--- src/rtl/rcc_pkg.sv ---
package rcc_pkg;

    localparam int RCC_AW = 3;

    localparam logic [RCC_AW-1:0] ADDR_SOFT_POR = 3'd0;
    localparam logic [RCC_AW-1:0] ADDR_SOFT_XIR = 3'd1;
    localparam logic [RCC_AW-1:0] ADDR_WDOG     = 3'd2;
    localparam logic [RCC_AW-1:0] ADDR_QUIESCE  = 3'd3;
    localparam logic [RCC_AW-1:0] ADDR_PRESENT  = 3'd4;
    localparam logic [RCC_AW-1:0] ADDR_ARB      = 3'd5;
    localparam logic [RCC_AW-1:0] ADDR_POR_SRC  = 3'd6;
    localparam logic [RCC_AW-1:0] ADDR_XIR_SRC  = 3'd7;

    typedef enum logic [0:0] {
        SEQ_IDLE  = 1'b0,
        SEQ_PULSE = 1'b1
    } seq_state_e;

endpackage

--- src/rtl/rcc_pulse_seq.sv ---
module rcc_pulse_seq #(
    parameter int CW           = 6,
    parameter int NLOCAL       = 4,
    parameter int PULSE_CYCLES = 4
) (
    input  logic              clk,
    input  logic              rst_n,
    input  logic [CW-1:0]     req,
    output logic              busy,
    output logic              finish,
    output logic [CW-1:0]     cause_q,
    output logic [NLOCAL-1:0] tgt
);
    import rcc_pkg::*;

    localparam int CNT_W = (PULSE_CYCLES > 1) ? $clog2(PULSE_CYCLES) : 1;
    localparam logic [CNT_W-1:0] CNT_LOAD = CNT_W'(PULSE_CYCLES - 1);

    seq_state_e       state_q, state_d;
    logic [CNT_W-1:0] cnt_q, cnt_d;
    logic [CW-1:0]    cause_d;

    // next-state: START / HOLD / RELEASE
    always_comb begin
        state_d = state_q;
        cnt_d   = cnt_q;
        cause_d = cause_q;
        unique case (state_q)
            SEQ_IDLE: begin
                if (|req) begin
                    state_d = SEQ_PULSE;
                    cnt_d   = CNT_LOAD;
                    cause_d = req;
                end
            end
            SEQ_PULSE: begin
                if (cnt_q == '0) begin
                    state_d = SEQ_IDLE;
                end else begin
                    cnt_d = cnt_q - 1'b1;
                end
            end
        endcase
    end

    // state register
    always_ff @(posedge clk or negedge rst_n) begin
        if (!rst_n) begin
            state_q <= SEQ_IDLE;
            cnt_q   <= '0;
            cause_q <= '0;
        end else begin
            state_q <= state_d;
            cnt_q   <= cnt_d;
            cause_q <= cause_d;
        end
    end

    // outputs
    always_comb begin
        busy   = 1'b0;
        finish = 1'b0;
        tgt    = '0;
        unique case (state_q)
            SEQ_IDLE: begin
                busy = 1'b0;
            end
            SEQ_PULSE: begin
                busy   = 1'b1;
                finish = (cnt_q == '0);
                tgt    = (|cause_q[CW-1:NLOCAL]) ? '1 : cause_q[NLOCAL-1:0];
            end
        endcase
    end

endmodule

--- src/rtl/rcc_regs.sv ---
module rcc_regs #(
    parameter int NCPU = 4,
    parameter int DW   = 32,
    parameter int PORW = 18,
    parameter int XIRW = 6
) (
    input  logic                     clk,
    input  logic                     rst_n,
    input  logic                     wr_en,
    input  logic [rcc_pkg::RCC_AW-1:0] wr_addr,
    input  logic [7:0]               wr_data,
    input  logic [rcc_pkg::RCC_AW-1:0] rd_addr,
    output logic [DW-1:0]            rd_data,
    input  logic [NCPU-1:0]          cpu_present,
    input  logic                     por_busy,
    input  logic                     por_finish,
    input  logic                     xir_busy,
    input  logic                     xir_finish,
    input  logic [PORW-1:0]          por_src,
    input  logic [XIRW-1:0]          xir_src,
    output logic [NCPU:0]            soft_por,
    output logic [NCPU-1:0]          soft_xir,
    output logic                     wd_en,
    output logic [2*NCPU-1:0]        quiesce,
    output logic [NCPU-1:0]          arb_en
);
    import rcc_pkg::*;

    logic por_wr_ok, xir_wr_ok;

    assign por_wr_ok = wr_en && (wr_addr == ADDR_SOFT_POR) && !por_busy && (soft_por == '0);
    assign xir_wr_ok = wr_en && (wr_addr == ADDR_SOFT_XIR) && !xir_busy && (soft_xir == '0);

    always_ff @(posedge clk or negedge rst_n) begin
        if (!rst_n) begin
            soft_por <= '0;
            soft_xir <= '0;
            wd_en    <= 1'b0;
            quiesce  <= '0;
            arb_en   <= '0;
        end else begin
            if (por_finish)      soft_por <= '0;
            else if (por_wr_ok)  soft_por <= wr_data[NCPU:0];

            if (xir_finish)      soft_xir <= '0;
            else if (xir_wr_ok)  soft_xir <= wr_data[NCPU-1:0];

            if (wr_en) begin
                case (wr_addr)
                    ADDR_WDOG:    wd_en   <= wr_data[0];
                    ADDR_QUIESCE: quiesce <= wr_data[2*NCPU-1:0];
                    ADDR_ARB:     arb_en  <= wr_data[NCPU-1:0];
                    default: ;
                endcase
            end
        end
    end

    always_comb begin
        case (rd_addr)
            ADDR_SOFT_POR: rd_data = DW'(soft_por);
            ADDR_SOFT_XIR: rd_data = DW'(soft_xir);
            ADDR_WDOG:     rd_data = DW'(wd_en);
            ADDR_QUIESCE:  rd_data = DW'(quiesce);
            ADDR_PRESENT:  rd_data = DW'(cpu_present);
            ADDR_ARB:      rd_data = DW'(arb_en);
            ADDR_POR_SRC:  rd_data = DW'(por_src);
            ADDR_XIR_SRC:  rd_data = DW'(xir_src);
            default:       rd_data = '0;
        endcase
    end

endmodule

--- src/rtl/reset_cause_ctrl.sv ---
module reset_cause_ctrl #(
    parameter int NCPU         = 4,
    parameter int NAG          = 7,
    parameter int PULSE_CYCLES = 4,
    parameter int DW           = 32
) (
    input  logic                       clk,
    input  logic                       rst_n,
    input  logic                       wr_en,
    input  logic [rcc_pkg::RCC_AW-1:0] wr_addr,
    input  logic [7:0]                 wr_data,
    input  logic [rcc_pkg::RCC_AW-1:0] rd_addr,
    output logic [DW-1:0]              rd_data,
    input  logic [NCPU-1:0]            cpu_present,
    input  logic                       wdog_expire,
    input  logic                       wdog_xir,
    input  logic                       por_button,
    input  logic                       xir_button,
    input  logic                       dbg_por,
    input  logic                       dbg_xir,
    input  logic                       pwrup_det,
    input  logic [NAG-1:0]             fatal_err,
    input  logic                       synth_upd,
    input  logic                       remote_rst,
    output logic [NCPU-1:0]            por_out,
    output logic [NCPU-1:0]            xir_out,
    output logic                       sys_rst,
    output logic [NCPU-1:0]            arb_en
);
    // POR cause: cpu[NCPU] sys dbg btn pwr fatal[NAG] synth wdog remote
    localparam int PORW = NCPU + 4 + NAG + 3;
    // XIR cause: cpu[NCPU] dbg btn_or_wdog
    localparam int XIRW = NCPU + 2;

    logic [NCPU:0]       soft_por_q;
    logic [NCPU-1:0]     soft_xir_q;
    logic                wd_en_q;
    logic [2*NCPU-1:0]   quiesce_q;
    logic [NAG-1:0]      fe_live;
    logic [PORW-1:0]     por_req, por_src_q;
    logic [XIRW-1:0]     xir_req, xir_src_q;
    logic                por_busy, por_finish, xir_busy, xir_finish;

    genvar g;
    generate
        for (g = 0; g < NAG; g++) begin : g_fe
            if (g < NCPU) begin : g_masked
                assign fe_live[g] = fatal_err[g] & ~quiesce_q[NCPU+g];
            end else begin : g_open
                assign fe_live[g] = fatal_err[g];
            end
        end
    endgenerate

    assign por_req = {remote_rst, wdog_expire & wd_en_q, synth_upd, fe_live,
                      pwrup_det, por_button, dbg_por, soft_por_q};
    assign xir_req = {xir_button | wdog_xir, dbg_xir, soft_xir_q};

    rcc_regs #(
        .NCPU(NCPU), .DW(DW), .PORW(PORW), .XIRW(XIRW)
    ) u_regs (
        .clk(clk), .rst_n(rst_n),
        .wr_en(wr_en), .wr_addr(wr_addr), .wr_data(wr_data),
        .rd_addr(rd_addr), .rd_data(rd_data),
        .cpu_present(cpu_present),
        .por_busy(por_busy), .por_finish(por_finish),
        .xir_busy(xir_busy), .xir_finish(xir_finish),
        .por_src(por_src_q), .xir_src(xir_src_q),
        .soft_por(soft_por_q), .soft_xir(soft_xir_q),
        .wd_en(wd_en_q), .quiesce(quiesce_q), .arb_en(arb_en)
    );

    rcc_pulse_seq #(
        .CW(PORW), .NLOCAL(NCPU), .PULSE_CYCLES(PULSE_CYCLES)
    ) u_por (
        .clk(clk), .rst_n(rst_n), .req(por_req),
        .busy(por_busy), .finish(por_finish),
        .cause_q(por_src_q), .tgt(por_out)
    );

    rcc_pulse_seq #(
        .CW(XIRW), .NLOCAL(NCPU), .PULSE_CYCLES(PULSE_CYCLES)
    ) u_xir (
        .clk(clk), .rst_n(rst_n), .req(xir_req),
        .busy(xir_busy), .finish(xir_finish),
        .cause_q(xir_src_q), .tgt(xir_out)
    );

    assign sys_rst = por_busy && (|por_src_q[PORW-1:NCPU]);

endmodule

--- config.mk ---
export PLATFORM = sky130hd
export DESIGN_NAME = reset_cause_ctrl
export DESIGN_NICKNAME = d
export VERILOG_FILES = /design/src/rtl/rcc_pkg.sv /design/src/rtl/rcc_pulse_seq.sv /design/src/rtl/rcc_regs.sv /design/src/rtl/reset_cause_ctrl.sv
export SDC_FILE = /design/constraint.sdc
export NUM_CORES = 1
export LEC_CHECK = 0
export ABC_AREA = 1
export BUFFER_PORTS_ARGS = -buffer_cell sky130_fd_sc_hd__buf_4
export CAP_MARGIN = 20
export CORE_MARGIN = 1
export CORE_UTILIZATION = 51
export CTS_CLUSTER_SIZE = 10
export DETAILED_ROUTE_END_ITERATION = 6
export PLACE_DENSITY = 0.79
export SLEW_MARGIN = 40
export SYNTH_ARGS = -nofsm -noshare
export SYNTH_HDL_FRONTEND = slang
export SYNTH_SLANG_ARGS = --single-unit
export TNS_END_PERCENT = 100
--- constraint.sdc ---
create_clock -name clk -period 3.3 [get_ports clk]
set_input_delay 0 -clock clk [delete_from_list [all_inputs] [get_ports clk]]
set_output_delay 0 -clock clk [all_outputs]
set_load 0.01 [all_outputs]
# ---- Yosys cells after proc, flatten, opt, wreduce, memory -nomap -nowiden
# Index checks and enable logic that the tools add are counted.
dict set report totals {
  regBits 52
  out_inout_bits 45
  input_bits 37
  wordCells 93
}
dict set report classes {
  n_eq_ne 15
  n_reduce_logical 28
  addsub 2
  muxes 25
  bitwise_logic 12
}
# operator n
set op_table {}
lappend op_table {{$pmux 32 s8} 1}
lappend op_table {{$mux 4} 6}
lappend op_table {{$reduce_or 18->1} 1}
lappend op_table {{$eq 3x3->1 const B} 5}
lappend op_table {{$reduce_and 2->1} 7}
lappend op_table {{$reduce_or 14->1} 1}
lappend op_table {{$eq 3x2->1 const B} 4}
lappend op_table {{$mux 5} 2}
lappend op_table {{$mux 2} 4}
lappend op_table {{$pmux 1 s2} 4}
lappend op_table {{$pmux 2 s2} 2}
lappend op_table {{$logic_and 1x1->1} 7}
lappend op_table {{$eq 3x1->1 const B} 2}
lappend op_table {{$logic_not 3->1} 2}
lappend op_table {{$mux 1} 6}
lappend op_table {{$not 1->1} 6}
lappend op_table {{$reduce_or 6->1} 1}
lappend op_table {{$and 1x1->1} 5}
lappend op_table {{$logic_not 5->1} 1}
lappend op_table {{$logic_not 2->1} 2}
lappend op_table {{$logic_not 4->1} 1}
lappend op_table {{$ne 2x1->1 const B} 2}
lappend op_table {{$ne 2x2->1 const B} 2}
lappend op_table {{$reduce_bool 2->1} 2}
lappend op_table {{other kinds (4)} 6}

# ---- Longest topological paths before layout
# Gate-level depths: netlist of run 1.
dict set report depth {
  word_depth 7
  depth_mapped 9
  ltp_nobuf 8
}

# ---- Hierarchy
# From an unflattened synthesis of run 1, not the netlist that was laid out.
dict set report unflattened {
  cells_unflattened 440
  hier_area_um2 3178.0
}
# mod seq_area_each_um2 area_per_inst_um2 n_inst cells_each
set modules_own_cells {}
lappend modules_own_cells {rcc_regs 550.5 1577.8 1 226}
lappend modules_own_cells {{rcc_pulse_seq (u_por)} 525.5 1043.5 1 131}
lappend modules_own_cells {{rcc_pulse_seq (u_xir)} 225.2 456.7 1 58}
lappend modules_own_cells {reset_cause_ctrl 0.0 100.1 1 25}

# ---- Least setup slack after synthesis of run 1
# No wires, ideal clock.
dict set report synth_path {
  path_type {register -> register}
  startpoint {register u_regs.soft_por[2]}
  endpoint {register u_por.cause_q[0]}
  path_buffers 1
  setup_time_ns 0.122
  slack_ns 2.103
  period_less_slack_ns 1.197
  path_stages_with_launch 8
  arrival_time_ns 1.075
  required_ns 3.178
  cell_sequence {dfrtp_1 > nor2_2 > nand2_2 > nor2_4 > nand3_2 > nand2_4 > buf_8 > o21ai_1}
}
dict set report synth_via {
  elab_chain_cells 2
}
# item line
set synth_rtl {}
lappend synth_rtl {{start: declaration} rcc_regs.sv:21} ;# output logic [NCPU:0] soft_por,
lappend synth_rtl {{start signal: assignment} rcc_regs.sv:43} ;# else if (por_wr_ok) soft_por <= wr_data[NCPU:0];
lappend synth_rtl {{$reduce_or 18->1} rcc_pulse_seq.sv:30} ;# if (|req) begin
lappend synth_rtl {{$reduce_and 2->1 (no line)} -}
lappend synth_rtl {{end signal: assignment} rcc_pulse_seq.sv:55} ;# cause_q <= cause_d;
lappend synth_rtl {{end: declaration} rcc_pulse_seq.sv:11} ;# output logic [CW-1:0] cause_q,
# Every way passes these cells.
# A chain may end at the register's enable or synchronous reset.

# ---- Final worst setup path of run 1
dict set report layout_path {
  startpoint {register u_xir.cnt_q[0]}
  endpoint {register u_regs.soft_xir[0]}
}
dict set report layout_via {
  elab_chain_cells 3
  elab_cells_between_ends 4
  classes_between {mux (2); reduce/logical (2)}
}
# item line
set layout_rtl {}
lappend layout_rtl {{start: declaration} rcc_pulse_seq.sv:20} ;# logic [CNT_W-1:0] cnt_q, cnt_d;
lappend layout_rtl {{start signal: assignment} rcc_pulse_seq.sv:54} ;# cnt_q <= cnt_d;
lappend layout_rtl {{$logic_not 2->1 *} rcc_pulse_seq.sv:70} ;# finish = (cnt_q == '0);
lappend layout_rtl {{$mux 1 *} rcc_pulse_seq.sv:64} ;# unique case (state_q)
lappend layout_rtl {{$mux 4 or $reduce_bool 2->1 (tied branches)} -}
lappend layout_rtl {{end signal: assignment} rcc_regs.sv:46} ;# else if (xir_wr_ok) soft_xir <= wr_data[NCPU-1:0];
lappend layout_rtl {{end: declaration} rcc_regs.sv:22} ;# output logic [NCPU-1:0] soft_xir,
# Mark *: on every way between the ends. The rest lies on a longest branch, timed or not.

==> results_dict.tcl, run 1 <==
set metrics [dict create \
    worst_pin_slew_ns 0.662 \
    syn_to_final_growth_pct 28.5 \
    finClkSkew_ns 0.00453 \
    p_leak_nw 1.92 \
    rsz0062_at_grt "false" \
    ant_nets 0 \
    holdWs_ns -0.000876 \
    synth_top_cell_area_share_pct 45.3 \
    crit_type "reg2reg" \
    cp_max_fo 10 \
    ys_warn_count 0 \
    drt_iter0_markers 195 \
    drv_cap 0 \
    wl_per_cell_um 13.6 \
    synth_area_leaders "dfrtp_1, nand2_1, inv_1" \
    grt_pass1_wl_um 12100 \
    ys_types 34 \
    async_reset_ff_share_pct 100 \
    rows 26 \
    start_util_pct 54.5 \
    cts-root-buf "clkbuf_8" \
    dr.pass1.iters 4 \
    num_vias 2802 \
    synth_xor_area_share_pct 0 \
    violations "negative hold slack" \
    syn_area_um2 2870 \
    synth-compound-area-share_pct 9.19 \
    drc 0 \
    vias_per_cell 5.24 \
    outcome "finished, violations left" \
    path_clk_slew_ns 0.09 \
    n_antenna_cell 0 \
    synth-seq-cells 52 \
    antenna_found_initial 0 \
    yosysMostFrequentCell "nand2_1" \
    synth_cells 376 \
    cts_htree_levels 2 \
    clkLatencyLatePin_ns 0.31 \
    clock-sinks 52 \
    min_period_over_period_pct 51.2 \
    synthMuxAreaShare_pct 0 \
    cts_setup_buffers 0 \
    slew_violations 0 \
    grt_start_max_net_pins 53 \
    drt-total-wl_um 7280 \
    pin_count 82 \
    synth_ff_type "dfrtp_1" \
    fmax_mhz 592 \
    drive_gt1_share_pct 20.4 \
    ir_drop_uv 474 \
    grt_pass1_vias 2668 \
    cp.arrival_ns 1.90 \
    finalCriticalPeriod_ns 1.69 \
    overflow 0 \
    nNetsFinal 503 \
    placeableCoreArea_um2 5270 \
    pwr_density_cell_nw_per_um2 687 \
    die_y_um 77.1 \
    synth-edff-count 0 \
    track_usage_pct 26.3 \
    die_x_um 77.1 \
    cts_tree "yes" \
    synth_top_family_by_area "simple AND/OR/NAND/NOR gates" \
    fillers 459 \
    yosys.area.top_type "dfrtp_1" \
    yosysSeqAreaShare_pct 45.3 \
    port_buffers 67 \
    cts.path.max_buffers 2 \
    gp_congestion 0.906 \
    synthAdderAreaFrac_pct 0.871 \
    hpwl_um 5250 \
    synth-simple-area-share_pct 31.8 \
    finalHoldViolCount 1 \
    numCtsBuffers 5 \
    critPathCaptureType "flop" \
    ys_top_cells_by_count "nand2_1, dfrtp_1, inv_1" \
    min_path_type "in2reg" \
    crit_path_start_kind "flop" \
    tns_ns 0 \
    cp.required_ns 3.51 \
    maxSlewHeadroom_pct 55.5 \
    die-area_um2 5940 \
    final-setup-viol-count 0 \
    synth_area_per_cell_um2 7.64 \
    final_util_pct 70.1 \
]
## logic make-up (layout without fill, tap and decap cells)
| kind of cell | count (synthesis) | after routing |
|---|---|---|
| AND/OR/NAND/NOR | 199 | 199 |
| buffers and inverters | 75 | 151 |
| flip-flops | 52 | 52 |
| AO/OA/AOI/OAI | 47 | 47 |
| adder cells (fa/ha/maj) | 2 | 2 |
| other | 1 | 14 |
## through the flow
step                cells  instance area [um^2]  total power [mW]  worst slack, ns
floorplan             389                  2920              1.75             2.10
detailed placement    503                  3340              2.08             1.76
finish                535                  3690              2.54             1.61
global route          535                  3690              2.74             1.47
CTS                   535                  3690              2.54             1.61
global placement      503                  3340              2.04             1.81
## metal layers
layer	global-route usage, %	vias to the layer above	part of all wire (%)
met5	0	-	0
met4	9.43	0	1.7
met3	4.05	16	6.3
met2	45.7	103	49
met1	33.0	1325	43
li1	-	1358	-
## path summary, 6_finish.rpt
check,start,end,slack [ns],cells past startpoint
max,u_xir.cnt_q[0]$_DFFE_PN0P_,u_regs.soft_xir[0]$_DFFE_PN0P_,1.61,6
min,xir_button,u_xir.cause_q[5]$_DFFE_PN0P_,-0.0009,3
max reg2reg,u_xir.cnt_q[0]$_DFFE_PN0P_,u_regs.soft_xir[0]$_DFFE_PN0P_,1.61,6
min reg2reg,u_por.cause_q[6]$_DFFE_PN0P_,u_por.cause_q[6]$_DFFE_PN0P_,0.48,2
max in group asynchronous,rst_n,u_regs.quiesce[2]$_DFFE_PN0P_,2.61,2
min in group asynchronous,rst_n,u_regs.quiesce[5]$_DFFE_PN0P_,0.24,2
## timing repair
action	CTS	global route
hold buffers	24	0
hold endpoints to repair	77	0
resized for setup	0	0
## flip-flops by register name, summed over array words and instances, names as in the netlist, 2 cells and up
signal	count
u_por.cnt_q	2
u_regs.soft_por	5
u_por.cause_q	18
u_xir.cause_q	6
u_regs.soft_xir	4
u_regs.quiesce	8
u_xir.cnt_q	2
u_regs.arb_en	4
## report_power, final
part / leakage, nW / internal [mW] / switching [mW]
clock network: 0.0541 / 0.224 / 0.213
logic: 1.21 / 0.429 / 0.616
registers: 0.656 / 0.864 / 0.190
total: 1.92 / 1.52 / 1.02
## cell type report
cell class / instances / area (um^2) / share of cell area (%)
flip-flops and latches: 52 / 1300 / 35.2
multi-input cells: 262 / 1250 / 34.0
repair buffers: 91 / 743 / 20.1
inverters: 52 / 195 / 5.28
well taps: 70 / 87.6 / 2.37
clock buffers: 5 / 68.8 / 1.86
clock inverters: 3 / 42.5 / 1.15
## placed cells by master (no fill, tap or decap)
master / synthesis / layout
nor3_4: 1 / 1
and3_1: 1 / 1
nor2_4: 1 / 1
buf_4: 14 / 67
o22ai_1: 4 / 4
o221ai_1: 1 / 1
a31oi_1: 1 / 1
conb_1: 1 / 14
inv_2: 5 / 5
a21oi_1: 11 / 11
nor2_2: 2 / 2
ha_1: 2 / 2
nor2_1: 29 / 29
clkinv_2: 0 / 1
nor3_1: 5 / 5
or2_2: 2 / 2
dlygate4sd3_1: 0 / 24
nor4_4: 1 / 1
nand3b_2: 1 / 1
nand3_2: 3 / 3
nand4_1: 14 / 14
o21ai_1: 10 / 10
dfrtp_1: 52 / 52
a22oi_1: 4 / 4
nand3_1: 27 / 27
o2111ai_1: 1 / 1
inv_1: 47 / 47
nand2_1: 108 / 108
bufinv_16: 0 / 1
clkinvlp_4: 0 / 1
clkbuf_8: 0 / 5
o21a_1: 2 / 2
nand2_2: 3 / 3
nand2_4: 1 / 1
o21ai_0: 13 / 13
## worst max-delay path, cell delays in order, from the launching register on
cell,delay (ns)
dfrtp_1,0.39
inv_1,0.08
ha_1,0.16
nand2_1,0.20
nand4_1,0.16
dlygate4sd3_1,0.55
nand2_1,0.05
Note: power is estimated with default switching activity, not from simulation.
==> run 2: changes to the inputs <==
--- a/config.mk
+++ b/config.mk
@@ -9,10 +9,10 @@
 export BUFFER_PORTS_ARGS = -buffer_cell sky130_fd_sc_hd__buf_4
 export CAP_MARGIN = 20
 export CORE_MARGIN = 1
-export CORE_UTILIZATION = 51
+export CORE_UTILIZATION = 47
 export CTS_CLUSTER_SIZE = 10
 export DETAILED_ROUTE_END_ITERATION = 6
-export PLACE_DENSITY = 0.79
+export PLACE_DENSITY = 0.76
 export SLEW_MARGIN = 40
 export SYNTH_ARGS = -nofsm -noshare
 export SYNTH_HDL_FRONTEND = slang
==> constraint.sdc (replaced) <==
create_clock -name clk -period 1.5 [get_ports clk]
set_input_delay 0 -clock clk [delete_from_list [all_inputs] [get_ports clk]]
set_output_delay 0 -clock clk [all_outputs]
set_load 0.01 [all_outputs]
==> results_dict.tcl, run 2 (same netlist as run 1, synthesis figures left out) <==
set metrics [dict create \
    outcome "finished, violations left" \
    violations "design-rule violations, negative hold slack, negative setup slack" \
    num_vias 2801 \
    layout_commonest_cell "nand2_1" \
    r2r_end "u_por.cause_q[15]$_DFFE_PN0P_" \
    min_path_type "in2reg" \
    finalHoldViolCount 1 \
    final_util_pct 65.6 \
    die-area_um2 6430 \
    final-setup-viol-count 4 \
    hold_end "u_por.cause_q[16]$_DFFE_PN0P_" \
    antenna_found_initial 0 \
    n_antenna_cell 0 \
    multi_input_area_um2 1300 \
    reg_top3 "u_por.cause_q: 18 flops, u_regs.quiesce: 8 flops, u_xir.cause_q: 6 flops" \
    maxSlewHeadroom_pct 55.8 \
    tns_ns -0.0189 \
    port_buffers 67 \
    grt_pass1_wl_um 12400 \
    regMostFlops "u_por.cause_q" \
    r2r_start "u_regs.wd_en$_DFFE_PN0P_" \
    slew_violations 0 \
    critPathCaptureType "output pin" \
    grt_pass1_vias 2753 \
    drt_iter0_markers 179 \
    cts_htree_levels 2 \
    pin_count 82 \
    clkLatencyLatePin_ns 0.31 \
    largest_reg_flops 18 \
    cts_tree "yes" \
    nNetsFinal 520 \
    track_usage_pct 25.0 \
    mostFrequentLayoutCells "nand2_1, buf_4, dfrtp_1, inv_1, nor2_1" \
    drt-total-wl_um 7510 \
    finClkSkew_ns 0.00782 \
    pwr_density_cell_nw_per_um2 1560 \
    die_x_um 80.2 \
    setup_slack_ns -0.00604 \
    min_from "wdog_expire" \
    placeableCoreArea_um2 5920 \
    drc 1 \
    gp_congestion 0.818 \
    reg2regPathDepth 7 \
    p_leak_nw 2.02 \
    hpwl_um 5370 \
    cp.arrival_ns 1.51 \
    grt_start_max_net_pins 53 \
    path_clk_slew_ns 0.10 \
    cp.required_ns 1.50 \
    cts.path.max_buffers 2 \
    fillers 502 \
    syn_to_final_growth_pct 35.2 \
    rows 28 \
    vias_per_cell 5.03 \
    holdWs_ns -0.00158 \
    fmax_mhz 664 \
    cts-root-buf "clkbuf_8" \
    dr.pass1.iters 6 \
    min_period_over_period_pct 100 \
    p_total_mw 6.07 \
    wl_per_cell_um 13.5 \
    place_area_um2 3390 \
    ant_nets 0 \
    final_area_um2 3880 \
    cp_max_fo 5 \
    crit_path_start_kind "flop" \
    reg2reg_slack_ns 0.13 \
    rsz0062_at_grt "true" \
    ff_latch_area_um2 1300 \
    numCtsBuffers 5 \
    worst_pin_slew_ns 0.663 \
    ir_drop_uv 948 \
    drive_gt1_share_pct 28.0 \
    crit_type "reg2out" \
    drv_cap 0 \
    start_util_pct 48.5 \
    die_y_um 80.2 \
    whs_path_depth 3 \
    overflow 0 \
    finalCriticalPeriod_ns 1.51 \
    clock-sinks 52 \
]
-- run 2: cell types whose count changed in the layout (fill, tap and decap cells not counted), sizes merged --
cell	delta
buf	+20
dlygate4sd3	-3
-- run 2: layout make-up --
class	instances	share of cell area (%)
Sequential cell	52	33.5
Multi-Input combinational cell	262	33.5
Inverter	52	5.02
Timing Repair Buffer	108	22.7
Tap cell	75	2.42
Clock inverter	3	1.10
Clock buffer	5	1.77
-- run 2: what timing repair did --
action                                  CTS  global route
gates resized for setup                   6            22
endpoints found under the hold margin    73             0
buffers inserted                          7             7
pin swaps                                 4             7
hold buffers                             21             0
endpoints found under the setup margin    5            25
-- run 2: layer usage --
layer / up-vias / track usage [%] / share of wire [%]
li1: 1386 / - / -
met1: 1311 / 31.0 / 43
met2: 93 / 44.6 / 51
met3: 11 / 4.20 / 4.9
met4: 0 / 6.96 / 1.2
met5: - / 0 / 0
-- run 2: critical path: stages, from the launching register on --
cell and delay [ns]:
dfrtp_1 0.40, inv_2 0.08, nand3_2 0.09, nor3_2 0.23, nand2_2 0.11, nand2_4 0.11
nand2_2 0.06, buf_6 0.11
-- run 2: worst max-delay path by stage --
stage	to	slack (ns)	startpoint
6_report	por_out[0]	-0.006	u_por.cause_q[6]$_DFFE_PN0P_
2_1_floorplan	u_por.cause_q[0]$_DFFE_PN0P_	0.30	u_regs.soft_por[2]$_DFFE_PN0P_
3_3_place_gp	u_por.cause_q[9]$_DFFE_PN0P_	0.13	u_regs.wd_en$_DFFE_PN0P_
5_1_grt	por_out[0]	-0.08	u_por.cause_q[13]$_DFFE_PN0P_
4_1_cts	por_out[0]	0.0005	u_por.cause_q[7]$_DFFE_PN0P_
3_5_place_dp	u_por.cause_q[9]$_DFFE_PN0P_	0.05	u_regs.wd_en$_DFFE_PN0P_
-- run 2: per-stage QoR --
stage	std cells	setup WS [ns]
after floorplan	389	0.303
after global placement	514	0.132
after detailed placement	514	0.0456
after CTS	550	0.000514
after global routing	557	-0.0825
final	557	-0.00604
-- run 2: where the power goes --
| part | switching [mW] | internal (mW) | total (mW) |
|---|---|---|---|
| combinational | 1.51 | 1.27 | 2.78 |
| sequential | 0.420 | 1.90 | 2.32 |
| clock | 0.475 | 0.494 | 0.969 |
| total | 2.40 | 3.67 | 6.07 |
==> run 3: changes to the inputs <==
--- a/config.mk
+++ b/config.mk
@@ -9,10 +9,10 @@
 export BUFFER_PORTS_ARGS = -buffer_cell sky130_fd_sc_hd__buf_4
 export CAP_MARGIN = 20
 export CORE_MARGIN = 1
-export CORE_UTILIZATION = 47
+export CORE_UTILIZATION = 51
 export CTS_CLUSTER_SIZE = 10
 export DETAILED_ROUTE_END_ITERATION = 6
-export PLACE_DENSITY = 0.76
+export PLACE_DENSITY = 0.79
 export SLEW_MARGIN = 40
 export SYNTH_ARGS = -nofsm -noshare
 export SYNTH_HDL_FRONTEND = slang
==> constraint.sdc (replaced) <==
create_clock -name clk -period 1.7 [get_ports clk]
set_input_delay 0 -clock clk [delete_from_list [all_inputs] [get_ports clk]]
set_output_delay 0 -clock clk [all_outputs]
set_load 0.01 [all_outputs]
==> results_dict.tcl, run 3 (same netlist as run 1, synthesis figures left out) <==
set metrics [dict create \
    post-place-ws_ns 0.303 \
    drv_cap 0 \
    p_clk_share_pct 15.8 \
    antenna_found_initial 0 \
    finalHoldViolCount 2 \
    start_util_pct 54.5 \
    place_area_um2 3360 \
    mostFrequentLayoutCells "nand2_1, buf_4, dfrtp_1, inv_1, nor2_1" \
    ff_latch_area_um2 1300 \
    power_frac_seq_pct 42.5 \
    rows 26 \
    multi_input_area_um2 1250 \
    n_antenna_cell 0 \
    pin_count 82 \
    drc 0 \
    holdWs_ns -0.00415 \
    p_leak_nw 1.92 \
    port_buffers 67 \
    rsz0062_at_grt "false" \
    cp_max_fo 5 \
    cts_tree "yes" \
    grt_pass1_vias 2594 \
    violations "negative hold slack" \
    ir_drop_uv 957 \
    num_vias 2720 \
    ant_nets 0 \
    cts-root-buf "clkbuf_8" \
    switching_share_pct 40.1 \
    finClkSkew_ns 0.00813 \
    clock-sinks 52 \
    dr.pass1.iters 5 \
    die_x_um 77.1 \
    drt-total-wl_um 7030 \
    regMostFlops "u_por.cause_q" \
    cts_hold_buf 22 \
    crit_type "reg2out" \
    die-area_um2 5940 \
    worst_pin_slew_ns 0.668 \
    fmax_mhz 668 \
    largest_reg_flops 18 \
    outcome "finished, violations left" \
    clkLatencyLatePin_ns 0.30 \
    cts_resized 0 \
    p_int_mw 2.87 \
    placeableCoreArea_um2 5270 \
    final-setup-viol-count 0 \
    cp.arrival_ns 1.50 \
    overflow 0 \
    slew_violations 0 \
    critPathCaptureType "output pin" \
    cp.required_ns 1.70 \
    layout_commonest_cell "nand2_1" \
    drive_gt1_share_pct 20.7 \
    die_y_um 77.1 \
    numCtsBuffers 5 \
    power.switching_mw 1.92 \
    cts_htree_levels 2 \
    cts.path.max_buffers 2 \
    final_area_um2 3670 \
    track_usage_pct 25.1 \
    maxSlewHeadroom_pct 55.4 \
    fillers 441 \
    crit_path_start_kind "flop" \
    grt_pass1_wl_um 11700 \
    p_total_mw 4.80 \
    vias_per_cell 5.09 \
    wl_per_cell_um 13.2 \
    p_comb_share_pct 41.6 \
    nNetsFinal 503 \
    grt_start_max_net_pins 53 \
    setup_slack_ns 0.203 \
    drt_iter0_markers 190 \
    pwr_density_cell_nw_per_um2 1310 \
    cts_setup_buffers 0 \
    path_clk_slew_ns 0.09 \
    finalCriticalPeriod_ns 1.50 \
    min_path_type "in2reg" \
    syn_to_final_growth_pct 27.8 \
    hpwl_um 5290 \
    gp_congestion 0.925 \
    reg_top3 "u_por.cause_q: 18 flops, u_regs.quiesce: 8 flops, u_xir.cause_q: 6 flops" \
    tns_ns 0 \
    min_period_over_period_pct 88.0 \
]
-- run 3: cell types whose count changed in the layout (fill, tap and decap cells not counted), sizes merged --
cell         before  now
buf              87   69
clkinv            1    0
clkinvlp          1    0
bufinv            1    0
clkbuf            5    7
dlygate4sd3      21   22
-- run 3: per-layer routing --
metal,global-route usage [%],share of wire [%],up-vias
met1,33.2,45,1266
met5,0,0,-
met2,42.6,48,91
met3,3.45,5.3,12
li1,-,-,1351
met4,8.11,1.6,0
-- run 3: per-stage QoR --
| stage | util [%] | instances | hold slack (ns) |
|---|---|---|---|
| floorplan | - | 389 | -0.296 |
| global placement | 63.7 | 505 | 0.0705 |
| detailed placement | 63.7 | 505 | 0.0784 |
| CTS | 69.7 | 534 | 0.00287 |
| global route | 69.7 | 534 | 0.00397 |
| finish | 69.7 | 534 | -0.00415 |
-- run 3: final cells by class --
| class | count | share of cell area (%) |
|---|---|---|
| flip-flops and latches | 52 | 35.4 |
| multi-input cells | 262 | 34.2 |
| repair buffers | 91 | 20.1 |
| inverters | 52 | 5.31 |
| clock buffers | 7 | 2.62 |
| well taps | 70 | 2.38 |
-- run 3: worst max-delay path, cell delays in order (launching register included) --
cell and delay [ns]:
dfrtp_1 0.39, inv_1 0.09, nand3_1 0.07, nor3_1 0.18
nand2_1 0.10, nand2_1 0.14, nand2_1 0.07, buf_4 0.14
-- run 3: path summary, 6_finish.rpt --
path,slack [ns],cells after the start,startpoint,end
max,0.20,7,u_por.cause_q[7]$_DFFE_PN0P_,por_out[2]
min,-0.004,3,wdog_expire,u_por.cause_q[16]$_DFFE_PN0P_
max reg2reg,0.26,7,u_por.state_q$_DFF_PN0_,u_regs.soft_por[3]$_DFFE_PN0P_
min reg2reg,0.48,2,u_por.cause_q[6]$_DFFE_PN0P_,u_por.cause_q[6]$_DFFE_PN0P_
max in group asynchronous,0.99,2,rst_n,u_xir.cause_q[0]$_DFFE_PN0P_
min in group asynchronous,0.26,2,rst_n,u_regs.arb_en[1]$_DFFE_PN0P_
-- run 3: power by group through the flow --
stage	logic (mW)	clock network, mW	registers [mW]
floorplan	1.45	0	1.94
detailed placement	1.97	0	2.06
global route	2.28	0.813	2.09
global placement	1.91	0	2.05
finish	2.00	0.760	2.04
CTS	2.02	0.764	2.03
